### src/rtl/pll_sc_pkg.sv
package pll_sc_pkg;

  typedef enum logic [1:0] {
    PS_RUN    = 2'd0,
    PS_DRAIN  = 2'd1,
    PS_SLEEP  = 2'd2,
    PS_SETTLE = 2'd3
  } pwr_state_e;

  // number of reference rising edges to wait for a given settle selector
  function automatic int unsigned settle_periods(input int unsigned sel);
    return 32'd1 << (sel + 32'd1);
  endfunction

  // one-hot mask for a single register bit
  function automatic logic [31:0] bit_mask(input int unsigned pos);
    return 32'd1 << pos;
  endfunction

endpackage

### src/rtl/pll_sc_refsync.sv
module pll_sc_refsync #(
  parameter int STAGES = 2
) (
  input  logic clk,
  input  logic rst_n,
  input  logic ref_in,
  output logic ref_lvl,
  output logic ref_rise
);

  logic [STAGES-1:0] chain;
  logic              lvl_d;

  genvar gi;
  generate
    for (gi = 0; gi < STAGES; gi++) begin : g_stage
      if (gi == 0) begin : g_first
        always_ff @(posedge clk or negedge rst_n) begin
          if (!rst_n) chain[gi] <= 1'b0;
          else        chain[gi] <= ref_in;
        end
      end else begin : g_next
        always_ff @(posedge clk or negedge rst_n) begin
          if (!rst_n) chain[gi] <= 1'b0;
          else        chain[gi] <= chain[gi-1];
        end
      end
    end
  endgenerate

  always_ff @(posedge clk or negedge rst_n) begin
    if (!rst_n) lvl_d <= 1'b0;
    else        lvl_d <= chain[STAGES-1];
  end

  assign ref_lvl  = chain[STAGES-1];
  assign ref_rise = ref_lvl & ~lvl_d;

  // the synchronized level is the input seen STAGES edges earlier
  p_rise_tracks_input_r4: assert property (@(posedge clk) disable iff (!rst_n)
    ref_rise |-> $past(ref_in, STAGES));

endmodule

### src/rtl/pll_sc_fsm.sv
module pll_sc_fsm
  import pll_sc_pkg::*;
#(
  parameter int DRAIN_CYCLES = 30,
  parameter int WK_W         = 3
) (
  input  logic            clk,
  input  logic            rst_n,
  input  logic            sleep_req,
  input  logic            wake_evt,
  input  logic            ref_rise,
  input  logic [WK_W-1:0] wksel,
  output logic            gate_req,
  output logic            settle_start,
  output logic            clk_stable,
  output logic            asleep
);

  localparam int DRAIN_W = $clog2(DRAIN_CYCLES + 1);
  localparam int SET_W   = (1 << WK_W) + 1;

  pwr_state_e         state, nxt;
  logic [DRAIN_W-1:0] drain_cnt;
  logic [SET_W-1:0]   settle_cnt, settle_tgt;
  logic               drain_last, settle_last;

  assign drain_last  = (drain_cnt == DRAIN_W'(DRAIN_CYCLES - 1));
  assign settle_last = ref_rise && ((settle_cnt + SET_W'(1)) == settle_tgt);

  always_comb begin
    nxt = state;
    unique case (state)
      PS_RUN:    if (sleep_req)        nxt = PS_DRAIN;
      PS_DRAIN:  if (wake_evt)         nxt = PS_RUN;
                 else if (drain_last)  nxt = PS_SLEEP;
      PS_SLEEP:  if (wake_evt)         nxt = PS_SETTLE;
      PS_SETTLE: if (settle_last)      nxt = PS_RUN;
      default:                         nxt = PS_RUN;
    endcase
  end

  assign settle_start = (state == PS_SLEEP) && wake_evt;
  assign gate_req     = (state == PS_RUN) || (state == PS_DRAIN);
  assign asleep       = (state == PS_SLEEP) || (state == PS_SETTLE);

  always_ff @(posedge clk or negedge rst_n) begin
    if (!rst_n) begin
      state      <= PS_RUN;
      drain_cnt  <= '0;
      settle_cnt <= '0;
      settle_tgt <= '0;
      clk_stable <= 1'b1;
    end else begin
      state      <= nxt;
      clk_stable <= (nxt == PS_RUN);
      drain_cnt  <= (state == PS_DRAIN) ? drain_cnt + DRAIN_W'(1) : '0;
      if (settle_start) begin
        settle_cnt <= '0;
        settle_tgt <= SET_W'(settle_periods(32'(wksel)));
      end else if ((state == PS_SETTLE) && ref_rise) begin
        settle_cnt <= settle_cnt + SET_W'(1);
      end
    end
  end

  // checker state: cycles spent draining, reference edges seen while settling
  logic [DRAIN_W-1:0] drain_age;
  logic [SET_W-1:0]   rises_seen;

  always_ff @(posedge clk or negedge rst_n) begin
    if (!rst_n) begin
      drain_age  <= '0;
      rises_seen <= '0;
    end else begin
      drain_age  <= (state == PS_DRAIN) ? drain_age + DRAIN_W'(1) : '0;
      rises_seen <= (state == PS_SETTLE) ? rises_seen + SET_W'(ref_rise) : '0;
    end
  end

  // sleep begins after exactly DRAIN_CYCLES countdown cycles
  p_drain_len_r2: assert property (@(posedge clk) disable iff (!rst_n)
    $rose(asleep) |-> (drain_age == DRAIN_W'(DRAIN_CYCLES)));

  // the clock leaves settling after the programmed number of reference edges
  p_settle_len_r6: assert property (@(posedge clk) disable iff (!rst_n)
    $fell(asleep) |-> (rises_seen == settle_tgt));

  // the stable flag is low whenever the clock is draining or off
  p_stable_low_r7: assert property (@(posedge clk) disable iff (!rst_n)
    (asleep || (state == PS_DRAIN)) |-> !clk_stable);

  // a wake during the countdown keeps the clock running
  p_abort_r8: assert property (@(posedge clk) disable iff (!rst_n)
    ((state == PS_DRAIN) && wake_evt) |=> (clk_stable && !asleep && gate_req));

  // a wake while running changes nothing
  p_run_ignores_wake_r9: assert property (@(posedge clk) disable iff (!rst_n)
    ((state == PS_RUN) && wake_evt && !sleep_req) |=> clk_stable);

endmodule

### src/rtl/pll_sc_clkgate.sv
module pll_sc_clkgate (
  input  logic clk,
  input  logic rst_n,
  input  logic gate_req,
  output logic gclk
);

  logic en_q;
  logic en_at_rise;

  // enable moves only on the falling edge, i.e. while clk is low
  always_ff @(negedge clk or negedge rst_n) begin
    if (!rst_n) en_q <= 1'b1;
    else        en_q <= gate_req;
  end

  assign gclk = clk & en_q;

  always_ff @(posedge clk or negedge rst_n) begin
    if (!rst_n) en_at_rise <= 1'b1;
    else        en_at_rise <= en_q;
  end

  // enable seen at a rising edge is unchanged through the high phase
  p_glitch_free_r3: assert property (@(negedge clk) disable iff (!rst_n)
    en_q == en_at_rise);

endmodule

### src/rtl/pll_sleep_ctrl.sv
module pll_sleep_ctrl
  import pll_sc_pkg::*;
#(
  parameter int                DATA_W       = 16,
  parameter int                ADDR_W       = 2,
  parameter int                WK_W         = 3,
  parameter int                WK_LSB       = 8,
  parameter int                DIS_BIT      = 3,
  parameter int                REF_BIT      = 7,
  parameter int                DRAIN_CYCLES = 30,
  parameter int                SYNC_STAGES  = 2,
  parameter logic [DATA_W-1:0] MULT_RESET   = 16'h0123
) (
  input  logic              clk,
  input  logic              rst_n,
  input  logic              ref_clk_in,
  input  logic              wake_evt,
  input  logic              reg_wr,
  input  logic [ADDR_W-1:0] reg_addr,
  input  logic [DATA_W-1:0] reg_wdata,
  output logic [DATA_W-1:0] reg_rdata,
  output logic              sys_clk_out,
  output logic              clk_stable,
  output logic              asleep,
  output logic [DATA_W-1:0] pll_mult
);

  localparam logic [ADDR_W-1:0] CTRL_OFS = ADDR_W'(0);
  localparam logic [ADDR_W-1:0] FREQ_OFS = ADDR_W'(2);
  localparam logic [DATA_W-1:0] REF_MASK = DATA_W'(bit_mask(REF_BIT));

  logic              wr_ctrl, wr_freq, sleep_req;
  logic [WK_W-1:0]   wksel_q;
  logic [DATA_W-1:0] freq_pend, mult_q, rd_img;
  logic              ref_lvl, ref_rise;
  logic              gate_req, settle_start;

  assign wr_ctrl   = reg_wr && (reg_addr == CTRL_OFS);
  assign wr_freq   = reg_wr && (reg_addr == FREQ_OFS);
  assign sleep_req = wr_ctrl && reg_wdata[DIS_BIT];

  pll_sc_refsync #(.STAGES(SYNC_STAGES)) u_sync (
    .clk      (clk),
    .rst_n    (rst_n),
    .ref_in   (ref_clk_in),
    .ref_lvl  (ref_lvl),
    .ref_rise (ref_rise)
  );

  pll_sc_fsm #(.DRAIN_CYCLES(DRAIN_CYCLES), .WK_W(WK_W)) u_fsm (
    .clk          (clk),
    .rst_n        (rst_n),
    .sleep_req    (sleep_req),
    .wake_evt     (wake_evt),
    .ref_rise     (ref_rise),
    .wksel        (wksel_q),
    .gate_req     (gate_req),
    .settle_start (settle_start),
    .clk_stable   (clk_stable),
    .asleep       (asleep)
  );

  pll_sc_clkgate u_gate (
    .clk      (clk),
    .rst_n    (rst_n),
    .gate_req (gate_req),
    .gclk     (sys_clk_out)
  );

  always_ff @(posedge clk or negedge rst_n) begin
    if (!rst_n) begin
      wksel_q   <= '0;
      freq_pend <= MULT_RESET & ~REF_MASK;
      mult_q    <= MULT_RESET;
    end else begin
      if (wr_ctrl)      wksel_q   <= reg_wdata[WK_LSB +: WK_W];
      if (wr_freq)      freq_pend <= reg_wdata & ~REF_MASK;
      if (settle_start) mult_q    <= freq_pend;
    end
  end

  always_comb begin
    rd_img = '0;
    if (reg_addr == CTRL_OFS) begin
      rd_img[WK_LSB +: WK_W] = wksel_q;
      rd_img[DIS_BIT]        = ~clk_stable;
    end else if (reg_addr == FREQ_OFS) begin
      rd_img          = freq_pend;
      rd_img[REF_BIT] = ref_lvl;
    end
  end

  always_ff @(posedge clk or negedge rst_n) begin
    if (!rst_n) reg_rdata <= '0;
    else        reg_rdata <= rd_img;
  end

  assign pll_mult = mult_q;

  // the applied multiplier only moves when sleep is left
  p_mult_hold_r5: assert property (@(posedge clk) disable iff (!rst_n)
    !settle_start |=> $stable(pll_mult));

  // shutdown never starts without a disable write
  p_sleep_needs_write_r2: assert property (@(posedge clk) disable iff (!rst_n)
    (clk_stable && !sleep_req) |=> clk_stable);

endmodule

### config.mk
export PLATFORM = sky130hd
export DESIGN_NAME = pll_sleep_ctrl
export DESIGN_NICKNAME = d
export VERILOG_FILES = /design/src/rtl/pll_sc_pkg.sv /design/src/rtl/pll_sc_refsync.sv /design/src/rtl/pll_sc_fsm.sv /design/src/rtl/pll_sc_clkgate.sv /design/src/rtl/pll_sleep_ctrl.sv
export SDC_FILE = /design/constraint.sdc
export NUM_CORES = 1
export LEC_CHECK = 0
export ABC_AREA = 1
export CAP_MARGIN = 40
export CORE_ASPECT_RATIO = 1.75
export CORE_MARGIN = 5
export CORE_UTILIZATION = 55
export CTS_CLUSTER_DIAMETER = 50
export DETAILED_ROUTE_END_ITERATION = 10
export PLACE_DENSITY = 0.83
export SKIP_LAST_GASP = 1
export SLEW_MARGIN = 20
export SYNTH_ARGS = -nofsm -noshare
export SYNTH_HDL_FRONTEND = slang
export SYNTH_SLANG_ARGS = --single-unit
### constraint.sdc
create_clock -name clk -period 3.9 [get_ports clk]
set_input_delay 0.39 -clock clk [delete_from_list [all_inputs] [get_ports clk]]
set_output_delay 0.39 -clock clk [all_outputs]
set_load 0.01 [all_outputs]
==> results of run 1 <==
==> through the flow <==
stage / std cells / area [um2] / worst slack, ns / total power [mW]
after floorplan: 370 / 3300 / 0.951 / 1.65
after global placement: 494 / 3910 / 0.480 / 1.99
after detailed placement: 495 / 3930 / 0.478 / 2.03
after CTS: 515 / 4170 / 0.163 / 2.72
after global routing: 515 / 4170 / 0.129 / 2.88
final: 515 / 4170 / 0.191 / 2.70
==> final cells by class <==
| class | count | area [um2] | area share, % |
|---|---|---|---|
| flip-flops and latches | 79 | 1990 | 47.7 |
| multi-input cells | 221 | 1040 | 25.0 |
| repair buffers | 57 | 571 | 13.7 |
| inverters | 58 | 218 | 5.22 |
| clock buffers | 14 | 188 | 4.50 |
| well taps | 78 | 97.6 | 2.34 |
| clock inverters | 8 | 67.6 | 1.62 |
==> cell families after synthesis <==
family | synth area share [%]
DFF | 60.3
xor gates and xnor gates | 0.531
and+or+nand+nor | 20.7
other | 0.114
AOI/OAI and AO/OA | 9.14
buffers and inverters | 8.08
adders and majority gates | 1.14
==> power by group through the flow <==
stage	clock network, mW	registers [mW]	logic, mW
3_3_place_gp	0.0431	1.21	0.739
6_report	0.723	1.20	0.772
2_1_floorplan	0.0202	1.23	0.391
3_5_place_dp	0.0431	1.21	0.773
4_1_cts	0.737	1.20	0.783
5_1_grt	0.782	1.23	0.865
==> synth_stat cells (all sizes together) <==
master	number
ha	3
nand2	67
o21bai	1
xor2	2
dfstp	10
buf	1
inv	60
nor2	48
nand3	38
o22ai	8
dfrtp	69
a21oi	13
conb	1
clkbuf	9
nand4	2
nor3	2
and2	1
o21ai	35
==> routing by layer <==
metal | share of wire, % | GRT usage (%) | wire [um]
met1 | 39 | 24.1 | 2820
met5 | 0 | 0 | 0
met2 | 53 | 35.0 | 3900
met4 | 3.2 | 13.0 | 234
met3 | 4.9 | 6.71 | 362
==> worst max path at each step <==
stage,slack (ns),end
2_1_floorplan,0.95,sys_clk_out
3_3_place_gp,0.48,sys_clk_out
3_5_place_dp,0.48,sys_clk_out
4_1_cts,0.16,sys_clk_out
5_1_grt,0.13,sys_clk_out
6_report,0.19,sys_clk_out
==> cells in the final DEF (no fill, tap or decap), types with 2 or more instances in the layout <==
master and instances:
dfrtp_1 69, o22ai_1 8, buf_4 2, nand3_1 37, clkinvlp_4 2, clkdlybuf4s50_1 53, nand4_1 2, clkinv_2 2
o21ai_0 33, a21oi_1 12, ha_1 3, clkbuf_8 13, o21ai_1 2, nand2_2 2, nor2_2 2, nor3_1 2
nor2_4 2, nand2_1 65, dfstp_2 10, inv_1 59, xor2_1 2, nor2_1 44
==> sequential cells by signal (all words and copies together) (netlist names) <==
signal            count
freq_pend            15
pll_mult             15
reg_rdata            16
u_fsm.clk_stable      1
u_fsm.drain_cnt       5
u_fsm.settle_cnt      9
u_fsm.settle_tgt      9
u_fsm.state           2
u_gate.en_q           1
u_sync.chain          1
u_sync.lvl_d          1
u_sync.ref_lvl        1
wksel_q               3
==> repair_timing <==
action / 4_1_cts / 5_1_grt
gates resized for setup: 1 / 0
setup buffers: 0 / 0
hold buffers: 1 / 0
endpoints found under the setup margin: 2 / 0
endpoints found under the hold margin: 20 / 0
==> impl_metrics.tcl, run 1 <==
set metrics [dict create \
    cp.arrival_ns 3.32 \
    synth.top_cell.area_share_pct 52.3 \
    cp.depth 3 \
    hold_depth 0 \
    pwr-share-comb_pct 28.6 \
    antenna_found_initial 0 \
    setup_violations 0 \
    drt_iter0_drc 131 \
    ios 58 \
    num_vias 2637 \
    p_switching_mw 0.893 \
    clk_latency_ns 0.51 \
    rows 37 \
    avgSynthCellArea_um2 8.92 \
    dp.final_hpwl_um 5070 \
    netlist_instances 370 \
    critPathBufInv 2 \
    p_per_area_nw_per_um2 646 \
    power_leakage_nw 2.03 \
    ff2ff_setup_slack_ns 1.43 \
    n_fill_cell 440 \
    synthesis.nets 396 \
    syn_area_um2 3300 \
    hold_violations 0 \
    worst_pin_slew_ns 0.674 \
    clock_power_share_pct 26.8 \
    rsz0062_at_grt "false" \
    finClkSkew_ns 0.0555 \
    first_global_vias 2651 \
    hold_class "flip-flop to flip-flop" \
    totalWireLength_um 7320 \
    drc 0 \
    cpPeakStageDelay_ns 0.51 \
    r2r_cells 1 \
    worstPathRequired_ns 3.51 \
    cp_cell_sequence "nand2_1 -> inv_1 -> dlygate4sd2_1" \
    critical_path_class "flip-flop to output port" \
    grt_remaining_overflow 0 \
    r2r_start "u_fsm.state[1]" \
    p_seq_share_pct 44.6 \
    fin_tns_setup_ns 0 \
    dr.pass1.iters 5 \
    via_per_inst 5.12 \
    areaGrowthSynthToFinish_pct 26.5 \
    wl_per_cell_um 14.2 \
    p_int_mw 1.81 \
    slowest_stage "dfstp_2" \
    layout-drive-gt1-share_pct 9.61 \
    grt_max_degree 55 \
    path_clk_slew_ns 0.08 \
    slew_headroom_pct 55.1 \
    outcome "completed" \
    worstHoldStart "u_sync.chain[0]" \
    yosysWarnings 0 \
    maxCapViolCount 0 \
    crit_fanout 1 \
    die_width_um 68.6 \
    core_region_area_um2 5880 \
    irDropWorstVdd_mv 0.504 \
    cts_tree "built" \
    synthTopCellsByArea "dfrtp_1 (52%), dfstp_2 (8.0%), nand2_1 (7.4%)" \
    place_congestion 0.840 \
    swShare_pct 33.1 \
    ys_seq_elements 79 \
    synth.distinct_cells 25 \
    track_usage_pct 21.7 \
    drv_slew 0 \
    synth.largest_area_cell "dfrtp_1" \
    regToRegEndpoint "u_gate.en_q" \
    critPathLaunchType "flip-flop" \
    design.die.area_um2 7710 \
    crit_start "u_gate.en_q" \
    hold_end "u_sync.ref_lvl" \
    finalNetCount 458 \
    yosysSeqAreaShare_pct 60.3 \
    start_util_pct 56.1 \
    fin_hold_ws_ns 0.372 \
    crit_family "flip-flops" \
    io_buffers 55 \
    ant_nets 0 \
    fin_util_pct 71.0 \
    endpoint_kind "output port" \
    die_h_um 112 \
    num_antenna_cells 0 \
    grt_pass1_wl_um 12100 \
]
(Power assumes the default switching activity.)
==> run 2, diff against run 1 <==
- CORE_ASPECT_RATIO: 1.75 -> default
- RECOVER_POWER: default -> 50
==> run 2 against run 1 <==
  * Flip-flop and latch count unchanged
  * Wire length down 6.1%
  * Clock skew down 0.0079 ns
  * Die area down 0.80%
  * Clock power down 2%
  * Critical path depth unchanged
  * Via count down 2.8%
  * Final cell count down 0.39%
  * Register-to-register slack worse by 0.03 ns
  * Critical endpoint unchanged
  * Highest routed layer unchanged
==> impl_metrics.tcl, run 2 (synthesized netlist as in run 1, its figures left out) <==
set metrics [dict create \
    outcome "completed" \
    p_seq_share_pct 44.8 \
    maxCapViolCount 0 \
    finClkSkew_ns 0.0476 \
    pwr-share-comb_pct 28.6 \
    die_width_um 87.5 \
    final_common_cell "dfrtp_1" \
    p_int_mw 1.79 \
    p_per_area_nw_per_um2 643 \
    regMostFlops "reg_rdata" \
    slew_headroom_pct 11.0 \
    final_cells 513 \
    dr.pass1.iters 4 \
    first_global_vias 2579 \
    critical_path_class "flip-flop to output port" \
    dp_cells 493 \
    r2r_start "u_fsm.state[1]" \
    r2r_cells 1 \
    ant_nets 0 \
    rows 28 \
    n_fill_cell 430 \
    cp.arrival_ns 3.29 \
    fin_tns_setup_ns 0 \
    irDropWorstVdd_mv 0.446 \
    wl_per_cell_um 13.4 \
    placed_cell_area_um2 3950 \
    ff2ff_setup_slack_ns 1.40 \
    cp.depth 3 \
    cp_cell_sequence "nand2_1 -> inv_1 -> dlygate4sd2_1" \
    design_area_um2 4170 \
    die_h_um 87.5 \
    grt_pass1_wl_um 11600 \
    antenna_found_initial 0 \
    critPathBufInv 2 \
    hold_violations 0 \
    totalWireLength_um 6880 \
    critPathLaunchType "flip-flop" \
    crit_fanout 1 \
    cpPeakStageDelay_ns 0.51 \
    slowest_stage "dfstp_2" \
    drv_slew 0 \
    p_switching_mw 0.885 \
    crit_start "u_gate.en_q" \
    drt_iter0_drc 205 \
    grt_max_degree 58 \
    num_antenna_cells 0 \
    hold_class "flip-flop to flip-flop" \
    io_buffers 55 \
    swShare_pct 33.0 \
    fin_util_pct 70.8 \
    dp.final_hpwl_um 4710 \
    finalPower_mw 2.68 \
    track_usage_pct 20.3 \
    num_vias 2562 \
    core_region_area_um2 5890 \
    endpoint_kind "output port" \
    path_clk_slew_ns 0.07 \
    clock_power_share_pct 26.6 \
    design.die.area_um2 7650 \
    clk_latency_ns 0.50 \
    via_per_inst 4.99 \
    setup_violations 0 \
    start_util_pct 56.1 \
    largest_register_ffs 16 \
    fin_hold_ws_ns 0.352 \
    layout-drive-gt1-share_pct 9.13 \
    final_cell_mix "dfrtp_1 (69), nand2_1 (65), inv_1 (59)" \
    place_congestion 0.830 \
    areaGrowthSynthToFinish_pct 26.2 \
    postCtsSetupBuffers 0 \
    drc 0 \
    worstPathRequired_ns 3.51 \
    cp-endpoint "sys_clk_out" \
    finalNetCount 459 \
    dp_slack_ns 0.481 \
    regToRegEndpoint "u_gate.en_q" \
    rsz0062_at_grt "false" \
    fin_ws_ns 0.216 \
    cts_tree "built" \
    worst_pin_slew_ns 1.34 \
    crit_family "flip-flops" \
    ios 58 \
    grt_remaining_overflow 0 \
    power_leakage_nw 2.03 \
]
[run 2: metal layers]
metal  up-vias  wire length [um]  GRT usage (%)
met4         0               127           10.5
met2        57              3350           31.2
met3         8               326           7.00
li1       1291                 -              -
met5         -                 0              0
met1      1206              3070           25.3
[run 2: power groups by stage]
| stage | registers (mW) | clock network, mW | logic [mW] |
|---|---|---|---|
| after floorplan | 1.23 | 0.0202 | 0.391 |
| after global placement | 1.20 | 0.0431 | 0.738 |
| after detailed placement | 1.21 | 0.0431 | 0.770 |
| after CTS | 1.20 | 0.727 | 0.777 |
| after global routing | 1.23 | 0.776 | 0.860 |
| final | 1.20 | 0.712 | 0.765 |
[run 2: worst min-delay path by stage]
stage,cells past startpoint,start,to,slack (ns)
2_1_floorplan,0,rst_n,freq_pend[10],0.09
3_3_place_gp,0,u_sync.chain[0],u_sync.ref_lvl,0.33
3_5_place_dp,0,u_sync.chain[0],u_sync.ref_lvl,0.33
4_1_cts,0,u_sync.chain[0],u_sync.ref_lvl,0.35
5_1_grt,0,u_sync.chain[0],u_sync.ref_lvl,0.36
6_report,0,u_sync.chain[0],u_sync.ref_lvl,0.35
[run 2: repair_timing]
item                                    in CTS  in global routing
hold buffers                                 1                  0
gates resized for setup                      1                  0
endpoints found under the hold margin       18                  0
endpoints found under the setup margin       2                  0
[run 2: final cells by class]
cell class                      instances  area (um2)  area share (%)
Clock buffer                           14         178            4.27
Multi-Input combinational cell        221        1040            25.1
Tap cell                               75        93.8            2.25
Clock inverter                          8        75.1            1.80
Inverter                               58         218            5.23
Timing Repair Buffer                   58         568            13.6
Sequential cell                        79        1990            47.8
==> run 3, diff against run 2 <==
- CORE_ASPECT_RATIO: default -> 1.4
- clock period: 3.9 -> 4.32 ns (I/O delays scaled with it)
==> run 3 against run 2 <==
  * Count of clock-buffer cells in the layout is the same
  * Sequential power fell by 9%
  * Final cell count shrank 1.2%
  * The run now ends with max-capacitance violations, max-slew violations left
  * Largest power group unchanged
  * Critical path depth did not move
  * Highest routed layer unchanged
  * Combinational power fell by 9.2%
==> impl_metrics.tcl, run 3 (synthesized netlist as in run 1, its figures left out) <==
set metrics [dict create \
    worstPathRequired_ns 3.89 \
    final_cells 507 \
    fin_tns_setup_ns 0 \
    num_vias 2603 \
    antenna_found_initial 0 \
    areaGrowthSynthToFinish_pct 27.5 \
    drt_iter0_drc 179 \
    post_cts_resized 0 \
    wl_per_cell_um 14.4 \
    dp.final_hpwl_um 4940 \
    grt_pass1_wl_um 12200 \
    endpoint_kind "output port" \
    rows 33 \
    finClkSkew_ns 0.0493 \
    crit_start "u_gate.en_q" \
    ant_nets 0 \
    p_seq_share_pct 42.5 \
    totalWireLength_um 7290 \
    power_leakage_nw 2.06 \
    ff2ff_setup_slack_ns 1.65 \
    outcome "complete, but fails checks" \
    regMostFlops "reg_rdata" \
    io_buffers 55 \
    cp_cell_sequence "nand2_1 -> inv_1 -> clkdlybuf4s50_1" \
    critical_path_class "flip-flop to output port" \
    drv_slew 55 \
    dp_cells 488 \
    clk_latency_ns 0.50 \
    maxCapViolCount 1 \
    final_cell_mix "dfrtp_1 (69), nand2_1 (65), inv_1 (59)" \
    slowest_stage "clkdlybuf4s50_1" \
    grt_max_degree 55 \
    rsz0062_at_grt "false" \
    crit_family "buffers and inverters" \
    drc 0 \
    cpPeakStageDelay_ns 0.52 \
    p_per_area_nw_per_um2 609 \
    core_region_area_um2 5860 \
    track_usage_pct 21.7 \
    dr.pass1.iters 6 \
    p_switching_mw 0.815 \
    start_util_pct 56.3 \
    finalPower_mw 2.56 \
    p_int_mw 1.75 \
    layout-drive-gt1-share_pct 8.92 \
    design.die.area_um2 7670 \
    worstHoldStart "u_sync.chain[0]" \
    fin_util_pct 71.7 \
    postCtsSetupBuffers 0 \
    critPathBufInv 2 \
    worst_pin_slew_ns 2.27 \
    crit_fanout 1 \
    setup_violations 0 \
    n_fill_cell 416 \
    via_per_inst 5.13 \
    critPathLaunchType "flip-flop" \
    ios 58 \
    fin_hold_ws_ns 0.362 \
    cts_tree "built" \
    die_h_um 102 \
    regArea_um2 1990 \
    irDropWorstVdd_mv 0.363 \
    final_common_cell "dfrtp_1" \
    failed_checks "max-capacitance violations, max-slew violations" \
    slew_headroom_pct -51.1 \
    place_congestion 0.821 \
    postCtsHoldBufs 0 \
    die_width_um 75.5 \
    largest_register_ffs 16 \
    multiInputGateArea_um2 1040 \
    clock_power_share_pct 30.3 \
    hold_violations 0 \
    path_clk_slew_ns 0.08 \
    num_antenna_cells 0 \
    pwr-share-comb_pct 27.1 \
    finalNetCount 458 \
    swShare_pct 31.8 \
    r2r_start "u_fsm.state[1]" \
    hold_class "flip-flop to flip-flop" \
    first_global_vias 2695 \
    grt_remaining_overflow 0 \
    cp.arrival_ns 3.76 \
]
[run 3: changes by cell type in the layout (fill, tap and decap cells not counted)]
cell | before | now
dlygate4sd3_1 | 3 | 2
clkinvlp_4 | 2 | 0
clkinv_4 | 0 | 1
clkinvlp_2 | 1 | 0
clkdlybuf4s50_1 | 51 | 52
bufinv_16 | 1 | 3
dlymetal6s4s_1 | 0 | 1
clkbuf_2 | 1 | 0
dlygate4sd2_1 | 1 | 0
[run 3: routing by layer]
| layer | track usage, % | up-vias | share of wire, % |
|---|---|---|---|
| met5 | 0 | - | 0 |
| met4 | 10.6 | 0 | 2.5 |
| met3 | 8.74 | 14 | 7.7 |
| met2 | 34.9 | 84 | 51 |
| met1 | 24.9 | 1223 | 39 |
| li1 | - | 1282 | - |
[run 3: power by group through the flow]
| stage | logic, mW | clock network (mW) | registers, mW |
|---|---|---|---|
| after floorplan | 0.353 | 0.0182 | 1.11 |
| after global placement | 0.664 | 0.0389 | 1.09 |
| after detailed placement | 0.688 | 0.0389 | 1.10 |
| after CTS | 0.705 | 0.788 | 1.09 |
| after global routing | 0.786 | 0.830 | 1.11 |
| final | 0.695 | 0.777 | 1.09 |
[run 3: final timing paths]
check                                 endpoint  depth (start not counted)
setup / recovery                   sys_clk_out                          3
hold / removal                  u_sync.ref_lvl                          0
setup reg to reg                   u_gate.en_q                          1
hold reg to reg                 u_sync.ref_lvl                          0
max in group asynchronous       u_fsm.state[1]                          3
min in group asynchronous  u_fsm.settle_tgt[0]                          2
[run 3: layout make-up]
cell class              count  area share, %
clock buffers              14           4.25
clock inverters             8           2.94
inverters                  58           5.18
multi-input cells         221           24.8
flip-flops and latches     79           47.3
well taps                  70           2.08
repair buffers             57           13.4
[run 3: stage by stage]
step                instance area, um2  worst slack [ns]
floorplan                         3300              1.12
global placement                  3900             0.648
detailed placement                3940             0.650
CTS                               4230            0.0957
global route                      4210            0.0590
finish                            4210             0.125
